`src/rtl/seg_addr_gen.sv`:
```
module seg_addr_gen #(
  parameter int SEG_W = 16,
  parameter int OFF_W = 16,
  parameter int SHIFT = 4
) (
  input  logic                     clk,
  input  logic                     rst_n,
  input  logic                     seg_we,
  input  logic [1:0]               seg_wsel,
  input  logic [SEG_W-1:0]         seg_wdata,
  input  logic                     req,
  input  logic [OFF_W-1:0]         req_off,
  input  logic [2:0]               req_base,
  input  logic                     ovr_en,
  input  logic [1:0]               ovr_sel,
  output logic [SEG_W+SHIFT-1:0]   addr_out,
  output logic [1:0]               seg_code
);
  localparam int ADDR_W = SEG_W + SHIFT;

  localparam logic [1:0] SG_EXTRA = 2'b00;
  localparam logic [1:0] SG_STACK = 2'b01;
  localparam logic [1:0] SG_CODE  = 2'b10;
  localparam logic [1:0] SG_DATA  = 2'b11;

  localparam logic [2:0] B_IP   = 3'd0;
  localparam logic [2:0] B_SP   = 3'd1;
  localparam logic [2:0] B_BP   = 3'd2;
  localparam logic [2:0] B_STRD = 3'd7;

  logic [SEG_W-1:0] seg_q [4];
  logic [1:0]       dflt_sel, use_sel;
  logic [ADDR_W-1:0] sum;

  for (genvar g = 0; g < 4; g++) begin : g_seg
    localparam logic [SEG_W-1:0] RST_V = (g == int'(SG_CODE)) ? '1 : '0;
    always_ff @(posedge clk or negedge rst_n) begin
      if (!rst_n)                                 seg_q[g] <= RST_V;
      else if (seg_we && seg_wsel == 2'(g))       seg_q[g] <= seg_wdata;
    end
  end

  always_comb begin
    case (req_base)
      B_IP:        dflt_sel = SG_CODE;
      B_SP, B_BP:  dflt_sel = SG_STACK;
      B_STRD:      dflt_sel = SG_EXTRA;
      default:     dflt_sel = SG_DATA;
    endcase
  end

  assign use_sel = (ovr_en && req_base != B_STRD) ? ovr_sel : dflt_sel;
  assign sum     = {seg_q[use_sel], {SHIFT{1'b0}}} + ADDR_W'(req_off);

  always_ff @(posedge clk or negedge rst_n) begin
    if (!rst_n) begin
      addr_out <= '0;
      seg_code <= SG_CODE;
    end else if (req) begin
      addr_out <= sum;
      seg_code <= use_sel;
    end
  end

  p_low_nibble_r1: assert property (@(posedge clk) disable iff (!rst_n)
    req |=> addr_out[SHIFT-1:0] == $past(req_off[SHIFT-1:0]));

  p_default_code_r3: assert property (@(posedge clk) disable iff (!rst_n)
    (req && !ovr_en && req_base == B_IP) |=> seg_code == SG_CODE);

  p_default_stack_r4: assert property (@(posedge clk) disable iff (!rst_n)
    (req && !ovr_en && (req_base == B_SP || req_base == B_BP)) |=> seg_code == SG_STACK);

  p_string_extra_r6: assert property (@(posedge clk) disable iff (!rst_n)
    (req && req_base == B_STRD) |=> seg_code == SG_EXTRA);

  p_override_r7: assert property (@(posedge clk) disable iff (!rst_n)
    (req && ovr_en && req_base != B_STRD) |=> seg_code == $past(ovr_sel));

  p_hold_r8: assert property (@(posedge clk) disable iff (!rst_n)
    !req |=> ($stable(addr_out) && $stable(seg_code)));
endmodule

```
`config.mk`:
```
export PLATFORM = sky130hd
export DESIGN_NAME = seg_addr_gen
export DESIGN_NICKNAME = d
export VERILOG_FILES = /design/src/rtl/seg_addr_gen.sv
export SDC_FILE = /design/constraint.sdc
export NUM_CORES = 1
export LEC_CHECK = 0
export ABC_AREA = 1
export CAP_MARGIN = 20
export CORE_UTILIZATION = 35
export CTS_CLUSTER_DIAMETER = 50
export CTS_CLUSTER_SIZE = 25
export DETAILED_ROUTE_END_ITERATION = 8
export PLACE_DENSITY_LB_ADDON = 0.25
export SYNTH_ARGS = -nofsm -noshare
export SYNTH_HDL_FRONTEND = slang
export SYNTH_SLANG_ARGS = --single-unit
```
`constraint.sdc`:
```
create_clock -name clk -period 2.1 [get_ports clk]
set_clock_uncertainty 0.1 [all_clocks]
set_input_delay 0.525 -clock clk [delete_from_list [all_inputs] [get_ports clk]]
set_output_delay 0.525 -clock clk [all_outputs]
set_load 0.1 [all_outputs]
```
==> impl_metrics.toml <==
[synthesis]
synth_xor_area_frac = 0.0142
yosys_register_bits = 86
synth_top_area_share = 0.401
syn_inst = 527
synth_top_family_by_area = "simple AND/OR/NAND/NOR gates"
syn_nets = 584
synthSimpleGateAreaFrac = 0.215
syn_avg_cell_area_sq_um = 8.17
yosysTopAreaCell = "dfrtp_1"
synth_compound_area_frac = 0.163
synth_area_leaders = "dfrtp_1 40%, nand2_1 13%, o21ai_0 11%"
synth_mux_area_frac = 0
netlist_area_sq_mm = 0.00430
synth_fa_ha_area_frac = 0.0395
yosysWarnings = 0
synth_seq_area_share = 0.505
synth_cell_types = 35

[die]
die_h_um = 113
core-area_sq_mm = 0.0120
pin_count = 66
start_util = 0.358
die_w_um = 113
num_rows = 40
die_area_sq_mm = 0.0127

[global_route]
grt_usage = 0.208
grt_max_degree = 51
grtUsageMet1 = 0.257
grt_antenna_before_repair = 0
use_met2 = 0.354
grt_most_used_layer = "met2"
met3_usage = 0.0423
grt-ovfl-total = 0
grt_pass1_vias = 4226
grt_pass1_wl_um = 20700

[clock_network]
cts-buffers-inserted = 9
clk_path_buf_depth = 2
cts.clk_slew.worst_paths_ns = 0.07
clkLatencyLatePin_ns = 0.35
h-tree-depth = 3
cts_tree = "done"
root_buffer = "clkbuf_16"
numClockSinks = 86

[detailed_routing]
wirelength_um = 12900
viasPerCell = 5.13
ant_nets = 0
drc = 0
drt_pass1_iterations = 4
vias = 4160
drt-initial-drc-count = 264
wire_per_inst_um = 15.9

[final_layout]
finalInstanceArea_sq_mm = 0.00681
drive_gt1_frac = 0.349
instances_no_fill = 811
nets = 716
insertedDiodeCount = 0
nFillCells = 1040
area_growth_pct = 58.2

[timing]
max_freq_mhz = 382
finalWorstSetupSlack_ns = -0.518
whs_ns = 0.388
worst_slew_pin_slew_ns = 0.328
finalSetupViolations = 14
rsz0062_at_grt = "true"
slew_headroom = 0.781
slew_viol_final = 0
period_share = 1.25
fin_crit_ns = 2.62
hold_viol = 0

[critical_path]
required_ns = 2.23
endpoint_kind = "flip-flop"
rr_worst_depth = 15
crit_fanout = 7
worstPathArrival_ns = 2.75
critPathKind = "in2reg"
crit_path_start_kind = "input port"

[place]
postPlaceCellArea_sq_mm = 0.00567
place_inst = 755
io_buffers = 65
dpl.hpwl_um = 7530
gp_congestion = 0.892

[power_and_ir_drop]
p_per_area_mw_per_mm2 = 1040
irDropWorstVdd_mv = 0.468
finalPower_mw = 7.06
p_leak_nw = 3.17

[run]
max_cap_violations = 0

[hold_path]
hp-class = "reg2reg"
hold_depth = 2

[run_status]
failed_checks = "setup timing"
outcome = "finished, violations left"
-- Yosys cell counts --
cell	count
buf_2	2
inv_1	40
o21ai_2	1
o21ai_0	94
xnor2_1	5
a21oi_1	9
clkbuf_1	18
o31ai_1	1
nand2_2	3
a31oi_1	1
inv_4	1
xor2_1	2
o21a_1	2
dfstp_2	17
inv_2	4
o21bai_1	1
dfrtp_1	69
o21ai_1	10
nand3_4	1
nor2_1	34
nor2_2	1
o211ai_1	1
buf_1	1
nand3_1	21
clkbuf_4	1
nand2_1	150
ha_1	12
buf_6	1
fa_1	1
o22ai_1	12
a21boi_1	1
nand3_2	4
nand2_4	2
nand3b_1	1
nand4_1	3
-- metrics by stage --
step	setup WS [ns]	setup TNS, ns	util
finish	-0.518	-5.41	0.567
global route	-0.625	-6.80	0.567
CTS	-0.433	-4.11	0.553
detailed placement	-1.30	-17.58	0.472
global placement	-1.16	-15.84	0.472
floorplan	-0.548	-5.44	-
-- power by group --
part | internal (mW) | switching, mW
Clock | 0.976 | 0.707
Sequential | 2.00 | 0.251
Combinational | 1.32 | 1.80
Total | 4.30 | 2.76
-- critical path, stage by stage --
cell	delay, ns
buf_8	0.10
nor2_4	0.11
nand2_2	0.08
nand3_4	0.10
buf_12	0.17
inv_12	0.05
o21ai_4	0.14
o22ai_2	0.11
ha_2	0.22
fa_2	0.42
nand3_2	0.10
nand2_4	0.07
a21boi_4	0.17
buf_4	0.13
xor2_1	0.15
o21ai_1	0.09
-- path summary, 6_finish.rpt --
path	from	endpoint	slack [ns]
hold / removal	seg_q[60]	seg_q[60]	0.39
min in group asynchronous	rst_n	addr_out[11]	0.51
setup / recovery	ovr_en	addr_out[10]	-0.52
setup reg to reg	seg_q[20]	addr_out[19]	-0.18
hold reg to reg	seg_q[60]	seg_q[60]	0.39
max in group asynchronous	rst_n	seg_q[29]	0.79
-- metal layers --
| layer | vias up | wire [um] |
|---|---|---|
| met5 | - | 0 |
| met2 | 146 | 6350 |
| met3 | 33 | 689 |
| met4 | 0 | 413 |
| met1 | 1981 | 5430 |
| li1 | 2000 | - |
-- cells by family (layout without fill, tap and decap cells) --
group	Yosys count	in the layout
compound gates	133	133
xor+xnor	7	7
fa+ha+maj	13	13
buf+inv	68	204
flops	86	86
simple gates	220	221
-- cell usage in the layout, fill, tap and decap left out, drive strengths merged, types with 2 or more instances in the layout --
| cell | n |
|---|---|
| clkbuf | 10 |
| clkdlybuf4s50 | 36 |
| xnor2 | 5 |
| nand2 | 156 |
| buf | 103 |
| xor2 | 2 |
| nand3 | 26 |
| ha | 12 |
| o22ai | 12 |
| dfstp | 17 |
| o21a | 2 |
| inv | 51 |
| dfrtp | 69 |
| o21ai | 105 |
| nand4 | 3 |
| nor2 | 35 |
| a21oi | 9 |
-- state kept, by name, summed over array words and instances, names as in the netlist --
| signal | count |
|---|---|
| seg_code | 2 |
| addr_out | 20 |
| seg_q | 64 |
-- layout make-up --
cell class,count,area (sq um),share of cell area
inverters,45,186,0.0274
flip-flops and latches,86,2170,0.319
well taps,147,184,0.0270
clock buffers,10,239,0.0351
multi-input cells,374,2310,0.340
repair buffers,141,1610,0.237
repair inverters,2,27.5,0.00404
clock inverters,6,75.1,0.0110
-- repair_timing --
action	4_1_cts	5_1_grt
pin swaps	41	25
gates cloned	5	0
setup buffers	30	6
resized for setup	134	23
setup endpoints to repair	16	15
hold buffers	1	0
hold endpoints to repair	18	0
(Power assumes the default switching activity.)
